==> src/rtl/bip_pkg.sv <==
`timescale 1ns/1ps
package bip_pkg;

    localparam real BIP_PI = 3.14159265358979323846;
    localparam int  BIP_SERIES_TERMS = 24;

    // Angle of lane k folded into [-pi, pi] so the series converges quickly.
    function automatic real bip_angle(input int k, input int ndir);
        real a;
        a = 2.0 * BIP_PI * real'(k + 1) / real'(ndir);
        if (a > BIP_PI) a = a - 2.0 * BIP_PI;
        return a;
    endfunction

    function automatic real bip_sin_series(input real a);
        real term;
        real acc;
        term = a;
        acc  = a;
        for (int i = 1; i < BIP_SERIES_TERMS; i++) begin
            term = -term * a * a / (real'(2 * i) * real'(2 * i + 1));
            acc  = acc + term;
        end
        return acc;
    endfunction

    function automatic real bip_cos_series(input real a);
        real term;
        real acc;
        term = 1.0;
        acc  = 1.0;
        for (int i = 1; i < BIP_SERIES_TERMS; i++) begin
            term = -term * a * a / (real'(2 * i - 1) * real'(2 * i));
            acc  = acc + term;
        end
        return acc;
    endfunction

    // Scale to fixed point, rounding half away from zero.
    function automatic int bip_quant(input real r, input int frac);
        real scaled;
        scaled = r * real'(64'd1 << frac);
        if (scaled >= 0.0) return $rtoi(scaled + 0.5);
        return -$rtoi(-scaled + 0.5);
    endfunction

    function automatic int bip_coef_cos(input int k, input int ndir, input int frac);
        return bip_quant(bip_cos_series(bip_angle(k, ndir)), frac);
    endfunction

    function automatic int bip_coef_sin(input int k, input int ndir, input int frac);
        return bip_quant(bip_sin_series(bip_angle(k, ndir)), frac);
    endfunction

endpackage

==> src/rtl/bip_valid_dly.sv <==
`timescale 1ns/1ps
module bip_valid_dly #(
    parameter int unsigned DEPTH = 2
) (
    input  logic clk_i,
    input  logic rst_ni,
    input  logic vld_i,
    output logic vld_o
);

    typedef struct packed {
        logic [DEPTH-1:0] taps;
    } dly_state_t;

    dly_state_t st_d, st_q;

    generate
        if (DEPTH == 1) begin : g_single
            always_comb begin
                st_d = st_q;
                st_d.taps = vld_i;
            end
        end else begin : g_chain
            always_comb begin
                st_d = st_q;
                st_d.taps = {st_q.taps[DEPTH-2:0], vld_i};
            end
        end
    endgenerate

    always_ff @(posedge clk_i or negedge rst_ni) begin
        if (!rst_ni) st_q <= '0;
        else         st_q <= st_d;
    end

    assign vld_o = st_q.taps[DEPTH-1];

endmodule

==> src/rtl/bip_lane_mul.sv <==
`timescale 1ns/1ps
module bip_lane_mul #(
    parameter int unsigned DW = 16,
    parameter int unsigned CW = 16,
    parameter logic signed [CW-1:0] COS_C = '0,
    parameter logic signed [CW-1:0] SIN_C = '0
) (
    input  logic                    clk_i,
    input  logic                    rst_ni,
    input  logic signed [DW-1:0]    x_i,
    input  logic signed [DW-1:0]    y_i,
    output logic signed [DW+CW-1:0] px_o,
    output logic signed [DW+CW-1:0] py_o
);

    localparam int unsigned PW = DW + CW;

    typedef struct packed {
        logic [PW-1:0] px;
        logic [PW-1:0] py;
    } mul_state_t;

    mul_state_t st_d, st_q;

    always_comb begin
        st_d = st_q;
        st_d.px = PW'(x_i) * PW'(COS_C);
        st_d.py = PW'(y_i) * PW'(SIN_C);
    end

    always_ff @(posedge clk_i or negedge rst_ni) begin
        if (!rst_ni) st_q <= '0;
        else         st_q <= st_d;
    end

    assign px_o = $signed(st_q.px);
    assign py_o = $signed(st_q.py);

endmodule

==> src/rtl/bip_lane_sum.sv <==
`timescale 1ns/1ps
module bip_lane_sum #(
    parameter int unsigned DW   = 16,
    parameter int unsigned PW   = 32,
    parameter int unsigned FRAC = 14
) (
    input  logic                 clk_i,
    input  logic                 rst_ni,
    input  logic signed [PW-1:0] px_i,
    input  logic signed [PW-1:0] py_i,
    output logic signed [DW-1:0] proj_o
);

    localparam int unsigned SW = PW + 1;
    localparam logic signed [SW-1:0] HALF = SW'(1) << (FRAC - 1);
    localparam logic signed [SW-1:0] MAXV = (SW'(1) << (DW - 1)) - SW'(1);
    localparam logic signed [SW-1:0] MINV = -(SW'(1) << (DW - 1));

    typedef struct packed {
        logic [DW-1:0] proj;
    } sum_state_t;

    sum_state_t st_d, st_q;

    logic signed [SW-1:0] total;
    logic signed [SW-1:0] scaled;

    always_comb begin
        st_d   = st_q;
        total  = SW'(px_i) + SW'(py_i) + HALF;
        scaled = total >>> FRAC;
        if (scaled > MAXV)      st_d.proj = MAXV[DW-1:0];
        else if (scaled < MINV) st_d.proj = MINV[DW-1:0];
        else                    st_d.proj = scaled[DW-1:0];
    end

    always_ff @(posedge clk_i or negedge rst_ni) begin
        if (!rst_ni) st_q <= '0;
        else         st_q <= st_d;
    end

    assign proj_o = $signed(st_q.proj);

endmodule

==> src/rtl/bip_proj.sv <==
`timescale 1ns/1ps
module bip_proj #(
    parameter int unsigned NDIR = 8,
    parameter int unsigned DW   = 16,
    parameter int unsigned CW   = 16,
    parameter int unsigned FRAC = 14
) (
    input  logic                 clk_i,
    input  logic                 rst_ni,
    input  logic                 in_valid_i,
    input  logic signed [DW-1:0] x_i,
    input  logic signed [DW-1:0] y_i,
    output logic                 out_valid_o,
    output logic [NDIR*DW-1:0]   proj_o
);

    localparam int unsigned PW      = DW + CW;
    localparam int unsigned LATENCY = 2;

    bip_valid_dly #(
        .DEPTH (LATENCY)
    ) u_vld (
        .clk_i  (clk_i),
        .rst_ni (rst_ni),
        .vld_i  (in_valid_i),
        .vld_o  (out_valid_o)
    );

    for (genvar k = 0; k < NDIR; k++) begin : g_lane
        localparam logic signed [CW-1:0] LANE_COS =
            CW'(bip_pkg::bip_coef_cos(k, NDIR, FRAC));
        localparam logic signed [CW-1:0] LANE_SIN =
            CW'(bip_pkg::bip_coef_sin(k, NDIR, FRAC));

        logic signed [PW-1:0] px;
        logic signed [PW-1:0] py;
        logic signed [DW-1:0] lane_out;

        bip_lane_mul #(
            .DW    (DW),
            .CW    (CW),
            .COS_C (LANE_COS),
            .SIN_C (LANE_SIN)
        ) u_mul (
            .clk_i  (clk_i),
            .rst_ni (rst_ni),
            .x_i    (x_i),
            .y_i    (y_i),
            .px_o   (px),
            .py_o   (py)
        );

        bip_lane_sum #(
            .DW   (DW),
            .PW   (PW),
            .FRAC (FRAC)
        ) u_sum (
            .clk_i  (clk_i),
            .rst_ni (rst_ni),
            .px_i   (px),
            .py_i   (py),
            .proj_o (lane_out)
        );

        assign proj_o[k*DW +: DW] = lane_out;
    end

endmodule

==> config.mk <==
export PLATFORM = sky130hd
export DESIGN_NAME = bip_proj
export DESIGN_NICKNAME = d
export VERILOG_FILES = /design/src/rtl/bip_pkg.sv /design/src/rtl/bip_valid_dly.sv /design/src/rtl/bip_lane_mul.sv /design/src/rtl/bip_lane_sum.sv /design/src/rtl/bip_proj.sv
export SDC_FILE = /design/constraint.sdc
export NUM_CORES = 2
export LEC_CHECK = 0
export BUFFER_PORTS_ARGS = -buffer_cell sky130_fd_sc_hd__buf_2
export CAP_MARGIN = 5
export CORE_MARGIN = 2
export CORE_UTILIZATION = 45
export CTS_CLUSTER_SIZE = 10
export DETAILED_ROUTE_END_ITERATION = 10
export PLACE_DENSITY = 0.73
export SYNTH_ARGS = -nofsm -noshare
export SYNTH_HDL_FRONTEND = slang
export SYNTH_SLANG_ARGS = --single-unit
==> constraint.sdc <==
create_clock -name clk_i -period 4 [get_ports clk_i]
set_input_delay 0.4 -clock clk_i [delete_from_list [all_inputs] [get_ports clk_i]]
set_output_delay 0.4 -clock clk_i [all_outputs]
set_load 0.05 [all_outputs]
==> metrics.log <==
[metrics] Worst Path Required: 4.48 ns
[metrics] clock tree from TritonCTS: done
[metrics] normalized max-slew margin: 34.3%
[metrics] count of standard-cell rows: 101
[metrics] final critical-path share of the clock period: 141%
[metrics] fin cells: 5375
[metrics] Max Freq: 178 MHz
[metrics] end point of the critical path: g_lane[6].u_mul.py_o[29]
[metrics] first-pass GRT wire length: 155000 µm
[metrics] Port Buffers: 163
[metrics] fillcell total: 5913
[metrics] result of the run: complete, but fails checks
[metrics] number of enable-type register cells in the synthesized netlist: 0
[metrics] antenna cells: 0
[metrics] synthesis warning total: 0
[metrics] type of element launching the critical path: input port
[metrics] via count of the first global-routing pass: 28835
[metrics] critical path launch point: y_i[6]
[metrics] cell count after placement: 5178
[metrics] main combinational cell family by area after synthesis: adder cells
[metrics] number of maximum-capacitance violations: 0
[metrics] Total Routing Usage GR: 25.2%
[metrics] area used by multi-input combinational logic: 27100 µm²
[metrics] count of final hold-check violations: 0
[metrics] final-stage net count: 5313
[metrics] first-pass iteration count of the detailed router: 5
[metrics] maximum number of pins on one net before global-route repair: 97
[metrics] library cell used as clock root buffer: sky130_fd_sc_hd__clkbuf_16
[metrics] #FFs+latches synth: 304
[metrics] layout cell share with drive strength beyond 1: 32.9%
[metrics] average footprint of a synthesized cell: 9.83 µm²
[metrics] critical path class: in2reg
[metrics] synthesized-area fraction occupied by ao, oa, aoi and oai cells: 12.0%
[metrics] xor and xnor area share after synthesis: 6.30%
[metrics] maximum root-to-sink buffer count: 3
[metrics] number of levels the H-tree was split into: 2
[metrics] worst reg2reg endpoint: g_lane[0].u_sum.proj_o[0]
[metrics] area share of fa/ha/maj cells after synthesis: 41.4%
[metrics] Vert. Die Dim: 281 µm
[metrics] Layout Utilization: 60.9%
[metrics] final estimated routing congestion in global placement: 0.955
[metrics] Post-DRT Antenna Nets: 0
[metrics] Skew-Pair Late Insertion Delay: 0.57 ns
[metrics] DRT Wirelength: 102000 µm
[metrics] post-detailed-route DRC marker count: 0
[metrics] count of endpoints failing setup in the final report: 71
[metrics] number of antenna violations at the first check in global routing: 0
[metrics] unrepaired setup endpoints after global routing: true
[metrics] summed instance area of the synthesized netlist: 34600 µm²
[metrics] worst clock skew: 0.0198 ns
[metrics] DR WL/cell: 18.9 µm
[metrics] IO Count: 164
[metrics] Die Area: 79200 µm²
[metrics] Detailed Route Iter0 Violations: 1843
[metrics] Worst Path Arrival: 6.11 ns
[metrics] final critical-path required period: 5.63 ns
[metrics] Crit Reg-Reg Startpoint: g_lane[2].u_mul.py_o[5]
[metrics] sum of net half-perimeters after detailed placement: 79200 µm
[metrics] CTS Sinks: 304
[metrics] total global routing overflow: 0
[metrics] length in cells of the worst reg-to-reg path: 17
[metrics] failing checks: setup timing
[metrics] register area share after synthesis: 22.0%
[metrics] fraction of synthesized area in multiplexers: 0.441%
[metrics] Slew @ Worst Pin: 0.986 ns
[metrics] post-synthesis net count: 4504
[metrics] gate count after technology mapping: 3521
[metrics] effective utilization at floorplan: 45.5%
[metrics] Worst R2R Setup Slack: -0.08 ns
[metrics] vias per inst: 5.24
[metrics] area of the core: 76100 µm²
[metrics] post-layout worst setup margin: -1.63 ns
[metrics] Area Growth Syn to Fin: 33.8%
[metrics] critical path capture point type: flop
[metrics] async set-reset flop share out of synthesis: 100%
[metrics] number of buffers added by the clock tree synthesis step: 39
[metrics] Vias: 28176
[metrics] Worst Hold Class: in2reg
[metrics] Max FO, Critical Path: 4
[metrics] Simple-Gate Fraction of Synth Area: 9.93%
[metrics] count of unique library cells instantiated by Yosys: 106
[metrics] ys flop type: sky130_fd_sc_hd__dfrtp_1
[metrics] Clk pin slew, worst setup/hold paths: 0.05 ns
[metrics] Final Slew Violations: 0
[metrics] FF/Latch Area: 7610 µm²
[metrics] die width: 281 µm
[repair_timing]
item,CTS,global route
pin swaps,210,192
setup endpoints to repair,116,134
gates cloned,1,3
resized for setup,301,284
hold buffers,3,0
setup buffers,79,79
endpoints found under the hold margin,88,0
[critical path: stages]
cell	delay, ns
sky130_fd_sc_hd__buf_8	0.08
sky130_fd_sc_hd__clkinvlp_4	0.11
sky130_fd_sc_hd__fa_1	0.55
sky130_fd_sc_hd__inv_2	0.05
sky130_fd_sc_hd__fa_2	0.49
sky130_fd_sc_hd__ha_4	0.28
sky130_fd_sc_hd__inv_2	0.03
sky130_fd_sc_hd__fa_1	0.47
sky130_fd_sc_hd__inv_1	0.05
sky130_fd_sc_hd__fa_1	0.50
sky130_fd_sc_hd__inv_2	0.05
sky130_fd_sc_hd__fa_2	0.53
sky130_fd_sc_hd__inv_2	0.04
sky130_fd_sc_hd__ha_4	0.15
sky130_fd_sc_hd__a21o_1	0.15
sky130_fd_sc_hd__a21o_1	0.18
sky130_fd_sc_hd__a21o_1	0.18
sky130_fd_sc_hd__a21o_1	0.16
sky130_fd_sc_hd__a31o_4	0.23
sky130_fd_sc_hd__a211oi_4	0.29
sky130_fd_sc_hd__o31ai_2	0.11
sky130_fd_sc_hd__or4_4	0.51
sky130_fd_sc_hd__a31o_4	0.26
sky130_fd_sc_hd__a21oi_2	0.12
sky130_fd_sc_hd__xnor2_1	0.12
[layout by cell type, fill, tap and decap left out, drive strengths merged, types with 18 or more instances in the layout]
cell,synthesis,final
a211oi,28,28
a21o,69,69
a21oi,200,200
a31oi,19,19
and2,18,18
and3,31,31
buf,17,844
clkbuf,65,52
dfrtp,304,304
fa,330,330
ha,618,618
inv,633,624
nand2,148,148
nand2b,21,21
nand3,65,65
nand4,30,30
nor2,220,220
nor2b,22,22
nor3,50,50
o21a,27,27
o21ai,104,104
o21bai,30,30
or3,21,21
xnor2,171,171
xor2,77,77
[kinds of logic (layout without fill, tap and decap cells)]
family                   count (synthesis)  after routing
multiplexers                            15             15
flip-flops                             304            304
XOR/XNOR                               248            248
buffers and inverters                  716           1539
AND/OR/NAND/NOR                        687            687
AO/OA/AOI/OAI                          603            604
adder cells (fa/ha/maj)                948            948
[state kept, by name (all words and copies together), names as in the netlist]
| signal | count |
|---|---|
| g_lane.u_mul.px_o | 87 |
| g_lane.u_mul.py_o | 87 |
| g_lane.u_sum.proj_o | 128 |
| u_vld.st_q | 2 |
[layer usage]
metal	GRT usage [%]	up-vias	share of wire [%]
met2	40.8	798	47
met3	4.45	181	5.8
li1	-	13304	-
met1	33.7	13893	44
met4	9.48	0	3.7
met5	0	-	0
[synthesized netlist by cell type (7+ instances only)]
cell type / n / area share (%)
sky130_fd_sc_hd__fa_1: 330 / 19
sky130_fd_sc_hd__or2_2: 8 / 0.14
sky130_fd_sc_hd__clkbuf_1: 65 / 0.70
sky130_fd_sc_hd__xnor2_1: 170 / 4.3
sky130_fd_sc_hd__nand2_1: 146 / 1.6
sky130_fd_sc_hd__and3_1: 31 / 0.56
sky130_fd_sc_hd__nor3_1: 48 / 0.69
sky130_fd_sc_hd__o21a_1: 26 / 0.56
sky130_fd_sc_hd__o211ai_1: 8 / 0.17
sky130_fd_sc_hd__o21bai_1: 30 / 0.65
sky130_fd_sc_hd__nor2b_1: 22 / 0.40
sky130_fd_sc_hd__nor2_1: 220 / 2.4
sky130_fd_sc_hd__dfrtp_1: 304 / 22
sky130_fd_sc_hd__o21ai_1: 33 / 0.48
sky130_fd_sc_hd__a21oi_1: 182 / 2.6
sky130_fd_sc_hd__a21oi_2: 15 / 0.38
sky130_fd_sc_hd__o21ai_2: 13 / 0.33
sky130_fd_sc_hd__o31ai_1: 13 / 0.28
sky130_fd_sc_hd__a211o_1: 13 / 0.33
sky130_fd_sc_hd__a21o_1: 69 / 1.5
sky130_fd_sc_hd__nand2b_1: 21 / 0.38
sky130_fd_sc_hd__a31o_2: 8 / 0.20
sky130_fd_sc_hd__and2_1: 18 / 0.33
sky130_fd_sc_hd__a31oi_1: 18 / 0.33
sky130_fd_sc_hd__a21boi_0: 7 / 0.15
sky130_fd_sc_hd__nand4_1: 26 / 0.47
sky130_fd_sc_hd__or3_1: 21 / 0.38
sky130_fd_sc_hd__o21ai_0: 58 / 0.84
sky130_fd_sc_hd__mux2i_1: 13 / 0.38
sky130_fd_sc_hd__a211oi_1: 25 / 0.54
sky130_fd_sc_hd__o31a_1: 10 / 0.25
sky130_fd_sc_hd__nand4b_1: 7 / 0.18
sky130_fd_sc_hd__nand3_1: 65 / 0.94
sky130_fd_sc_hd__xor2_1: 77 / 1.9
sky130_fd_sc_hd__inv_1: 632 / 6.9
sky130_fd_sc_hd__nor4_1: 9 / 0.16
sky130_fd_sc_hd__ha_1: 618 / 22
sky130_fd_sc_hd__and4_1: 7 / 0.18
[through the flow]
stage               TNS [ns]  hold WS, ns  cell area, µm²  worst slack [ns]
floorplan             -53.54        0.104           35400             -1.79
global placement     -102.30        0.331           41300             -2.33
detailed placement   -107.99        0.335           41300             -2.36
CTS                   -44.64       0.0374           44400             -1.58
global route          -65.80       0.0480           46300             -1.76
finish                -52.51       0.0674           46300             -1.63
[cell type report]
| type | instances | area share, % |
|---|---|---|
| Multi-Input combinational cell | 2502 | 58.5 |
| Sequential cell | 304 | 16.4 |
| Timing Repair Buffer | 849 | 14.5 |
| Inverter | 634 | 5.27 |
| Tap cell | 1030 | 2.78 |
| Clock buffer | 50 | 2.37 |
| Clock inverter | 6 | 0.130 |
[worst min path at each step]
stage	start	endpoint	slack, ns	cells past startpoint
5_1_grt	y_i[15]	g_lane[1].u_mul.py_o[29]	0.05	1
4_1_cts	y_i[15]	g_lane[1].u_mul.py_o[29]	0.04	1
6_report	y_i[15]	g_lane[1].u_mul.py_o[29]	0.07	1
2_1_floorplan	rst_ni	g_lane[0].u_sum.proj_o[0]	0.10	0
3_3_place_gp	u_vld.st_q[0]	u_vld.st_q[1]	0.33	0
3_5_place_dp	g_lane[7].u_mul.px_o[28]	g_lane[7].u_sum.proj_o[14]	0.33	0
Power is left out: the tool's default activity adds up to more than one toggle a clock period on the data nets, which glitch-free logic cannot reach.
